### config.mk
export PLATFORM = sky130hd
export DESIGN_NAME = xbar_switch
export DESIGN_NICKNAME = d
export VERILOG_FILES = /design/src/rtl/xbar_pkg.sv /design/src/rtl/xbar_fifo.sv /design/src/rtl/xbar_route.sv /design/src/rtl/xbar_arb.sv /design/src/rtl/xbar_switch.sv
export SDC_FILE = /design/constraint.sdc
export NUM_CORES = 1
export LEC_CHECK = 0
export BUFFER_PORTS_ARGS = -buffer_cell sky130_fd_sc_hd__buf_2
export CORE_ASPECT_RATIO = 1.5
export CORE_MARGIN = 5
export CORE_UTILIZATION = 55
export DETAILED_ROUTE_END_ITERATION = 8
export MAX_ROUTING_LAYER = met4
export PLACE_DENSITY_LB_ADDON = 0.12
export SYNTH_ARGS = -nofsm -noshare
export SYNTH_HDL_FRONTEND = slang
export SYNTH_SLANG_ARGS = --single-unit
### constraint.sdc
create_clock -name clk -period 4.3 [get_ports clk]
set_input_delay 0.215 -clock clk [delete_from_list [all_inputs] [get_ports clk]]
set_output_delay 0.215 -clock clk [all_outputs]
set_load 0.02 [all_outputs]
### src/rtl/xbar_pkg.sv
package xbar_pkg;
    typedef enum logic [1:0] {
        FK_MID    = 2'b00,
        FK_OPEN   = 2'b01,
        FK_CLOSE  = 2'b10,
        FK_SINGLE = 2'b11
    } flit_kind_e;

    function automatic flit_kind_e kind_of(input logic [1:0] tag);
        return flit_kind_e'(tag);
    endfunction

    function automatic logic starts_packet(input logic [1:0] tag);
        return (tag == FK_OPEN) || (tag == FK_SINGLE);
    endfunction

    function automatic logic ends_packet(input logic [1:0] tag);
        return (tag == FK_CLOSE) || (tag == FK_SINGLE);
    endfunction
endpackage

### src/rtl/xbar_fifo.sv
module xbar_fifo #(
    parameter int FW    = 16,
    parameter int DEPTH = 8
) (
    input  logic          clk,
    input  logic          rst_n,
    input  logic          push,
    input  logic [FW-1:0] din,
    input  logic          pop,
    output logic [FW-1:0] dout,
    output logic          empty,
    output logic          full
);
    localparam int AW = (DEPTH > 1) ? $clog2(DEPTH) : 1;
    localparam int CW = $clog2(DEPTH + 1);

    typedef struct packed {
        logic [AW-1:0] wr;
        logic [AW-1:0] rd;
        logic [CW-1:0] cnt;
    } fstate_t;

    fstate_t       st_d, st_q;
    logic [FW-1:0] mem_q [DEPTH];

    always_comb begin
        st_d = st_q;
        if (push) begin
            st_d.wr = (st_q.wr == AW'(DEPTH - 1)) ? '0 : st_q.wr + 1'b1;
        end
        if (pop) begin
            st_d.rd = (st_q.rd == AW'(DEPTH - 1)) ? '0 : st_q.rd + 1'b1;
        end
        if (push && !pop) begin
            st_d.cnt = st_q.cnt + 1'b1;
        end else if (pop && !push) begin
            st_d.cnt = st_q.cnt - 1'b1;
        end
    end

    always_ff @(posedge clk) begin
        if (!rst_n) begin
            st_q <= '0;
        end else begin
            st_q <= st_d;
        end
    end

    always_ff @(posedge clk) begin
        if (push) begin
            mem_q[st_q.wr] <= din;
        end
    end

    assign dout  = mem_q[st_q.rd];
    assign empty = (st_q.cnt == '0);
    assign full  = (st_q.cnt == CW'(DEPTH));
endmodule

### src/rtl/xbar_route.sv
module xbar_route #(
    parameter int NP = 4,
    parameter int FW = 16
) (
    input  logic                   clk,
    input  logic                   rst_n,
    input  logic [FW-1:0]          head,
    input  logic                   empty,
    input  logic                   sent,
    output logic                   req,
    output logic [$clog2(NP)-1:0]  dest,
    output logic                   drop
);
    import xbar_pkg::*;

    localparam int PW = $clog2(NP);

    typedef struct packed {
        logic          busy;
        logic [PW-1:0] dest;
    } rstate_t;

    rstate_t    st_d, st_q;
    logic [1:0] tag;

    assign tag  = head[FW-1:FW-2];
    assign req  = !empty && (st_q.busy || starts_packet(tag));
    assign dest = st_q.busy ? st_q.dest : head[PW-1:0];
    assign drop = !empty && !st_q.busy && !starts_packet(tag);

    always_comb begin
        st_d = st_q;
        if (sent) begin
            case (kind_of(tag))
                FK_OPEN: begin
                    st_d.busy = 1'b1;
                    st_d.dest = head[PW-1:0];
                end
                FK_CLOSE, FK_SINGLE: st_d.busy = 1'b0;
                default: st_d = st_q;
            endcase
        end
    end

    always_ff @(posedge clk) begin
        if (!rst_n) begin
            st_q <= '0;
        end else begin
            st_q <= st_d;
        end
    end
endmodule

### src/rtl/xbar_arb.sv
module xbar_arb #(
    parameter int NP = 4
) (
    input  logic          clk,
    input  logic          rst_n,
    input  logic [NP-1:0] req,
    input  logic          ready,
    input  logic [1:0]    tag,
    output logic [NP-1:0] gnt
);
    import xbar_pkg::*;

    localparam int PW = $clog2(NP);

    typedef struct packed {
        logic          locked;
        logic [PW-1:0] owner;
        logic [PW-1:0] last;
    } astate_t;

    astate_t       st_d, st_q;
    logic          found;
    logic [PW-1:0] pick;
    logic [PW-1:0] cur;
    logic          active;

    always_comb begin
        found = 1'b0;
        pick  = '0;
        for (int k = 1; k <= NP; k++) begin
            if (!found && req[(int'(st_q.last) + k) % NP]) begin
                found = 1'b1;
                pick  = PW'((int'(st_q.last) + k) % NP);
            end
        end
    end

    always_comb begin
        if (st_q.locked) begin
            cur    = st_q.owner;
            active = req[st_q.owner];
        end else begin
            cur    = pick;
            active = found;
        end
        gnt      = '0;
        gnt[cur] = active;
    end

    always_comb begin
        st_d = st_q;
        if (active && !st_q.locked) begin
            st_d.last = cur;
        end
        if (active) begin
            if (!ready) begin
                st_d.locked = 1'b1;
                st_d.owner  = cur;
            end else if (kind_of(tag) == FK_OPEN) begin
                st_d.locked = 1'b1;
                st_d.owner  = cur;
            end else if (ends_packet(tag)) begin
                st_d.locked = 1'b0;
            end
        end
    end

    always_ff @(posedge clk) begin
        if (!rst_n) begin
            st_q.locked <= 1'b0;
            st_q.owner  <= '0;
            st_q.last   <= PW'(NP - 1);
        end else begin
            st_q <= st_d;
        end
    end
endmodule

### src/rtl/xbar_switch.sv
module xbar_switch #(
    parameter int NP    = 4,
    parameter int FW    = 16,
    parameter int DEPTH = 8
) (
    input  logic             clk,
    input  logic             rst_n,
    input  logic [NP-1:0]    in_valid,
    input  logic [NP*FW-1:0] in_data,
    output logic [NP-1:0]    in_ready,
    output logic [NP-1:0]    out_valid,
    output logic [NP*FW-1:0] out_data,
    input  logic [NP-1:0]    out_ready
);
    localparam int PW = $clog2(NP);

    logic [FW-1:0]    head_w [NP];
    logic [NP-1:0]    empty_w;
    logic [NP-1:0]    full_w;
    logic [NP-1:0]    req_w;
    logic [PW-1:0]    dest_w [NP];
    logic [NP-1:0]    drop_w;
    logic [NP-1:0]    sent_w;
    logic [NP*NP-1:0] req_flat;
    logic [NP*NP-1:0] gnt_flat;

    for (genvar i = 0; i < NP; i++) begin : g_in
        assign in_ready[i] = !full_w[i];

        xbar_fifo #(.FW(FW), .DEPTH(DEPTH)) u_fifo (
            .clk   (clk),
            .rst_n (rst_n),
            .push  (in_valid[i] && !full_w[i]),
            .din   (in_data[i*FW +: FW]),
            .pop   (sent_w[i] || drop_w[i]),
            .dout  (head_w[i]),
            .empty (empty_w[i]),
            .full  (full_w[i])
        );

        xbar_route #(.NP(NP), .FW(FW)) u_route (
            .clk   (clk),
            .rst_n (rst_n),
            .head  (head_w[i]),
            .empty (empty_w[i]),
            .sent  (sent_w[i]),
            .req   (req_w[i]),
            .dest  (dest_w[i]),
            .drop  (drop_w[i])
        );
    end

    always_comb begin
        for (int o = 0; o < NP; o++) begin
            for (int i = 0; i < NP; i++) begin
                req_flat[o*NP + i] = req_w[i] && (dest_w[i] == PW'(o));
            end
        end
    end

    for (genvar o = 0; o < NP; o++) begin : g_out
        xbar_arb #(.NP(NP)) u_arb (
            .clk   (clk),
            .rst_n (rst_n),
            .req   (req_flat[o*NP +: NP]),
            .ready (out_ready[o]),
            .tag   (out_data[o*FW + FW - 2 +: 2]),
            .gnt   (gnt_flat[o*NP +: NP])
        );
        assign out_valid[o] = |gnt_flat[o*NP +: NP];
    end

    always_comb begin
        out_data = '0;
        for (int o = 0; o < NP; o++) begin
            for (int i = 0; i < NP; i++) begin
                if (gnt_flat[o*NP + i]) begin
                    out_data[o*FW +: FW] = out_data[o*FW +: FW] | head_w[i];
                end
            end
        end
    end

    always_comb begin
        sent_w = '0;
        for (int i = 0; i < NP; i++) begin
            for (int o = 0; o < NP; o++) begin
                sent_w[i] = sent_w[i] | (gnt_flat[o*NP + i] & out_ready[o]);
            end
        end
    end
endmodule

# ---- After elaboration in Yosys (flattened, before gate mapping)
# Memory sizes are Yosys's and may differ from the RTL's. A register that Yosys moved wholly into a read port is not among the register bits.
# Cells that the tools add are included.
# W data, S select, Z words.
dict set report word_totals {
  regBits 72
  ramBits 512
  in_bits 74
  out_inout_bits 72
  elab_cells 560
  n_memories 4
}
dict set report classes {
  add_sub_neg 32
  n_lt_le_gt_ge 28
  eq_ne 56
  n_mux 176
  bitwise 60
  n_reduce_logical 172
}
# memory depth width rd rd_clocked_by_memory_dff wr line
set mem_list {}
lappend mem_list {{g_in[0].u_fifo.mem_q} 8 16 1 1 1 xbar_fifo.sv:24} ;# logic [FW-1:0] mem_q [DEPTH];
lappend mem_list {{g_in[1].u_fifo.mem_q} 8 16 1 1 1 xbar_fifo.sv:24}
lappend mem_list {{g_in[2].u_fifo.mem_q} 8 16 1 1 1 xbar_fifo.sv:24}
lappend mem_list {{g_in[3].u_fifo.mem_q} 8 16 1 1 1 xbar_fifo.sv:24}
# operator n
set op_table {}
lappend op_table {{$mux W16} 16}
lappend op_table {{$or A16 B16 Y16} 12}
lappend op_table {{$mux W1} 76}
lappend op_table {{$lt A3 B4 Y1 const B} 16}
lappend op_table {{$logic_and A1 B1 Y1} 60}
lappend op_table {{$mux W3} 20}
lappend op_table {{$mux W2} 28}
lappend op_table {{$eq A2 B2 Y1 const B} 24}
lappend op_table {{$bmux W1 S2} 20}
lappend op_table {{$logic_not A1 Y1} 40}
lappend op_table {{$reduce_or A2 Y1} 20}
lappend op_table {{$mux W4} 8}
lappend op_table {{$reduce_and A2 Y1} 16}
lappend op_table {{$add A3 B1 Y3 const B} 8}
lappend op_table {{$eq A2 B1 Y1 const B} 12}
lappend op_table {{$eq A3 B3 Y1 const B} 8}
lappend op_table {{$lt A2 B3 Y1 const B} 8}
lappend op_table {{$add A2 B1 Y2 const B} 8}
lappend op_table {{$add A2 B2 Y2 const B} 8}
lappend op_table {{$add A4 B1 Y4 const B} 4}
lappend op_table {{$and A1 B1 Y1} 16}
lappend op_table {{$and A1 B1 Y1 const A} 16}
lappend op_table {{$and A4 B4 Y4} 4}
lappend op_table {{$eq A4 B4 Y1 const B} 4}
lappend op_table {{other kinds (12)} 72}

# ---- Logic depth before layout (Yosys ltp)
dict set report depth {
  word_depth 36
  ltp_mapped 23
  ltp_nobuf 19
}

# ---- By module
# From an unflattened synthesis, not the netlist that was laid out.
dict set report unflattened {
  hier_cells 1634
  hier_area_um2 26580.5
}
# module instances cells_each area_each_um2 seq_area_each_um2
set by_module_without_submodules {}
lappend by_module_without_submodules {xbar_fifo 4 259 5576.6 4103.9}
lappend by_module_without_submodules {xbar_switch 1 272 1696.6 0.0}
lappend by_module_without_submodules {{xbar_arb at g_out[0].u_arb ...} 2 71 530.5 100.1}
lappend by_module_without_submodules {{xbar_arb at g_out[1].u_arb ...} 2 56 440.4 100.1}
lappend by_module_without_submodules {xbar_route 4 18 158.9 60.1}

# ---- Least setup slack after synthesis
# No wires, ideal clock.
dict set report synth_timing {
  kind {register to register}
  start {register (tool-made name)}
  end {register g_in[0].u_fifo.st_q[3] in the netlist's numbering}
  setup_ns 0.070
  arrival_ns 4.597
  required_time_ns 4.230
  path_slack_ns -0.367
  path_stages_with_launch 20
  n_path_buf 1
  period_less_slack_ns 4.667
  path_cell_list {dfxtp_1 > clkbuf_1 > mux4_2 > mux2_2 > nor4_2 > nor2_1 > mux4_2 > nand2b_1 > nand4_1 > o2111a_1 > o21ai_1 > inv_1 > ha_1 > inv_1 > ha_1 > a21o_1 > a21oi_1 > xnor2_1 > or3_1 > a21oi_1}
}
# element line
set synth_rtl {}
lappend synth_rtl {{end signal, assigned} xbar_fifo.sv:45} ;# st_q <= st_d;
lappend synth_rtl {{end, declared} xbar_fifo.sv:23} ;# fstate_t st_d, st_q;

==> metrics.txt <==
status=finished, violations left; failing checks=setup timing; Die Y=278.8 µm; top cell family by delay on the critical path=compound AO/OA/AOI/OAI gates; global-route wire length before repair=107500 µm; Netlist Area Pre-Place=0.02650 mm²; relative slew slack=25.33%; Detailed Route WL=72930 µm; final worst-path cycle share=104.1%; CP bufs+invs=5; Sequential Power Share=26.2%; routability-driven placement congestion ratio=0.9331; post-synthesis net count=1833; die outline area=0.05276 mm²; Min Clock Period, post-route=4475 ps; routed via count=17670; Clock Root Buffer=sky130_fd_sc_hd__clkbuf_16; final antenna diode count=0; Post-Synthesis Cells=1727; Hold/Removal Path Class=in -> reg; power density of the placed cells=794.6 mW/mm²; Std-Cell Rows=98; Final HPWL DP=47710 µm; count of different cell masters after synthesis=107; worst setup path class=reg -> reg; Layout Area Growth over Synthesis=27.78%; input/output buffers=145; min setup slack post-route=-174.8 ps; arrival time of the worst setup path=5030 ps; aggregate negative setup slack=-1137 ps; slowest stage cell, crit path=sky130_fd_sc_hd__mux4_2; number of register bits inferred by synthesis=596; routed length per instance=25.66 µm; CTS tree=built; NetSw=10.47 mW; critical path endpoint category=register; clk_skew=17.76 ps; first-pass iteration count of the detailed router=7; cell internal power dissipation=16.43 mW; leak pwr=12.19 nW; clock network power share=19.6%; syn avg cell area=15.34 µm²; filler cell count in the final layout=3082; initial antenna violation count=0; number of hold violations in the final report=0; unrepaired setup endpoints after global routing=true; top-area cell type share of the netlist area=58.03%; kind of start point of the critical path=register; vias in the first global route=17960; switching part of the total power=38.93%; fraction of layout instances using a drive strength above 1=39.70%; core area=0.04770 mm²; top cell type by total area after synthesis=sky130_fd_sc_hd__edfxtp_1; peak supply drop=576.8 µV; number of pins exceeding their max-slew limit in the final report=0; cells along the critical path=buf_6 -> mux4_2 -> mux2_4 -> nand4b_1 -> buf_4 -> a22oi_2 -> o21a_1 -> buf_4 -> o21ba_4 -> o21a_4 -> a221oi_4 -> o211ai_2 -> inv_2 -> ha_4 -> inv_4 -> ha_4 -> a21o_1 -> a21oi_2 -> xnor2_1 -> or3_1 -> a21oi_2; num ports=146; CP peak stage delay=520 ps; number of antenna-violating nets in the routed design=0; clock latency at the later pin of the worst-skew pair=610 ps; final cell utilization of the core=70.98%; Final nets=2302; overall fraction of global-route tracks in use=27.67%; predominant post-synthesis flop cell=sky130_fd_sc_hd__edfxtp_1; maximum number of pins on one net before global-route repair=55; number of endpoints failing setup at the final stage=19; worst hold slack across all endpoints=73.45 ps; synth top area cells=sky130_fd_sc_hd__edfxtp_1, sky130_fd_sc_hd__mux4_2, sky130_fd_sc_hd__dfxtp_1; width of the die=189.2 µm; worst-path fanout max=5; number of synthesized flops with an enable pin=512; clock buffer count from CTS=55; Worst Path Required=4850 ps; highest attainable clock frequency=223.5 MHz; effective utilization at floorplan=55.55%; Comb power frac=54.2%; detail-routed via count per cell=6.219; number of buffers between clock root and the deepest sink=3; max_cap viols=0; post-synthesis sequential area ratio=64.37%; Residual DRC=0; Post-Place Worst Slack=-334.6 ps; GRT Residual Overflow=0; clock-pin slew of the registers on the worst-case setup and hold paths=70 ps; Least-Margin Pin Slew=1089 ps; number of sinks handled by clock tree synthesis=596; yosys synthesis warning count=0; First DRT Iteration DRCs=1717; fraction of registers with async set/reset=0%; Max H-tree Level=2
synth_stat cells, types with 4 or more instances:
library cell / number
sky130_fd_sc_hd__mux2i_1: 54
sky130_fd_sc_hd__o41ai_1: 4
sky130_fd_sc_hd__ha_1: 28
sky130_fd_sc_hd__or3_1: 8
sky130_fd_sc_hd__o221a_2: 4
sky130_fd_sc_hd__and2_1: 6
sky130_fd_sc_hd__a211oi_1: 4
sky130_fd_sc_hd__o21ai_0: 75
sky130_fd_sc_hd__buf_1: 15
sky130_fd_sc_hd__nand3_1: 17
sky130_fd_sc_hd__xor2_1: 4
sky130_fd_sc_hd__dfxtp_1: 84
sky130_fd_sc_hd__a21oi_1: 80
sky130_fd_sc_hd__buf_2: 8
sky130_fd_sc_hd__mux2i_2: 4
sky130_fd_sc_hd__nor4_1: 7
sky130_fd_sc_hd__o22ai_1: 43
sky130_fd_sc_hd__o21ai_1: 7
sky130_fd_sc_hd__o41ai_2: 5
sky130_fd_sc_hd__nor2_1: 104
sky130_fd_sc_hd__xnor2_1: 9
sky130_fd_sc_hd__or2_2: 4
sky130_fd_sc_hd__o22ai_2: 4
sky130_fd_sc_hd__nand2b_1: 9
sky130_fd_sc_hd__nor3b_1: 7
sky130_fd_sc_hd__o41a_1: 6
sky130_fd_sc_hd__o221a_1: 5
sky130_fd_sc_hd__a21o_1: 7
sky130_fd_sc_hd__nand3b_1: 12
sky130_fd_sc_hd__nand2_1: 152
sky130_fd_sc_hd__nor3_1: 30
sky130_fd_sc_hd__buf_6: 9
sky130_fd_sc_hd__inv_1: 43
sky130_fd_sc_hd__nand4_1: 4
sky130_fd_sc_hd__o21a_1: 8
sky130_fd_sc_hd__mux4_2: 132
sky130_fd_sc_hd__nand4b_1: 4
sky130_fd_sc_hd__clkbuf_1: 50
sky130_fd_sc_hd__nor2b_1: 5
sky130_fd_sc_hd__o211ai_1: 5
sky130_fd_sc_hd__mux2_2: 39
sky130_fd_sc_hd__edfxtp_1: 512
sky130_fd_sc_hd__fa_1: 4
sky130_fd_sc_hd__o221ai_1: 15
metal layers:
layer  routed length, µm  up-vias  GRT usage, %
li1                    -     7821             -
met1               27240     8855         33.73
met2               36730      764         46.23
met3                5165      233         4.215
met4                3790        0         12.29
met5                   0        -             -
worst min-delay path, cell delays in order:
cell and delay [ps]:
sky130_fd_sc_hd__buf_2 160, sky130_fd_sc_hd__a21boi_2 90, sky130_fd_sc_hd__o21a_1 180
path summary, 6_finish.rpt:
check                         start  depth (start not counted)  slack, ps                     end
min reg2reg  g_in[3].u_fifo.st_q[5]                          2        480  g_in[3].u_fifo.st_q[5]
min                    out_ready[0]                          3         70  g_out[0].u_arb.st_q[4]
max                        register                         21       -170  g_in[3].u_fifo.st_q[3]
max reg2reg                register                         21       -170  g_in[3].u_fifo.st_q[3]
sequential cells by signal, indices dropped and copies added (netlist names), named ones only:
signal / count
g_out.u_arb.st_q: 20
g_in.u_fifo.st_q: 40
g_in.u_fifo.mem_q: 512
g_in.u_route.st_q: 12
cell families after synthesis:
group	count (synthesis)	synth area share (%)
DFF	596	64.37
and+or+nand+nor	390	6.918
AOI/OAI and AO/OA	333	8.996
muxes	234	15.45
buffers and inverters	129	2.210
adders and majority gates	32	1.624
xor gates and xnor gates	13	0.4297
power by group through the flow:
stage / Combinational (mW) / Clock, mW / Sequential, mW
after global routing: 15.3 / 5.62 / 7.09
after global placement: 11.0 / 0 / 7.12
after CTS: 12.7 / 5.37 / 7.03
after detailed placement: 11.2 / 0 / 7.15
final: 14.6 / 5.28 / 7.04
after floorplan: 7.08 / 0 / 7.03
cells in the final DEF, fill, tap and decap left out, types with 15 or more instances in the layout:
cell,count
sky130_fd_sc_hd__edfxtp_1,512
sky130_fd_sc_hd__buf_4,254
sky130_fd_sc_hd__nand2_1,144
sky130_fd_sc_hd__mux4_2,132
sky130_fd_sc_hd__buf_2,117
sky130_fd_sc_hd__nor2_1,102
sky130_fd_sc_hd__dfxtp_1,79
sky130_fd_sc_hd__a21oi_1,71
sky130_fd_sc_hd__dlygate4sd3_1,66
sky130_fd_sc_hd__clkbuf_16,60
sky130_fd_sc_hd__mux2i_1,52
sky130_fd_sc_hd__inv_1,38
sky130_fd_sc_hd__buf_6,37
sky130_fd_sc_hd__o21ai_0,34
sky130_fd_sc_hd__mux2_2,32
sky130_fd_sc_hd__o21ai_1,29
sky130_fd_sc_hd__o22ai_1,24
sky130_fd_sc_hd__ha_1,19
sky130_fd_sc_hd__o21ai_2,18
sky130_fd_sc_hd__o22ai_2,18
sky130_fd_sc_hd__nand3_1,15
sky130_fd_sc_hd__nor3_2,15
timing repair:
action                                  4_1_cts  5_1_grt
gates resized for setup                     104      166
pin swaps                                    44       47
hold endpoints to repair                    514        0
endpoints found under the setup margin       73       73
cloned                                        5        4
hold buffers                                 66        0
setup buffers                                32       30
area by class of cell:
class	instances	area, µm²	area share (%)
sequential	596	17070	50.42
clock buffer	67	1514	4.472
tap	600	750.7	2.217
multi-input combinational	1002	9811	28.98
clock inverter	36	464.2	1.371
timing repair buffer	497	4078	12.04
inverter	44	167.7	0.4952
per-stage QoR:
| step | instance area (µm²) | power [mW] | cells |
|---|---|---|---|
| floorplan | 26620 | 14.11 | 1727 |
| global placement | 29540 | 18.07 | 2608 |
| detailed placement | 29540 | 18.31 | 2608 |
| CTS | 33020 | 25.07 | 2814 |
| global route | 33860 | 28.04 | 2842 |
| finish | 33860 | 26.90 | 2842 |
Note: power is estimated with default switching activity, not from simulation.
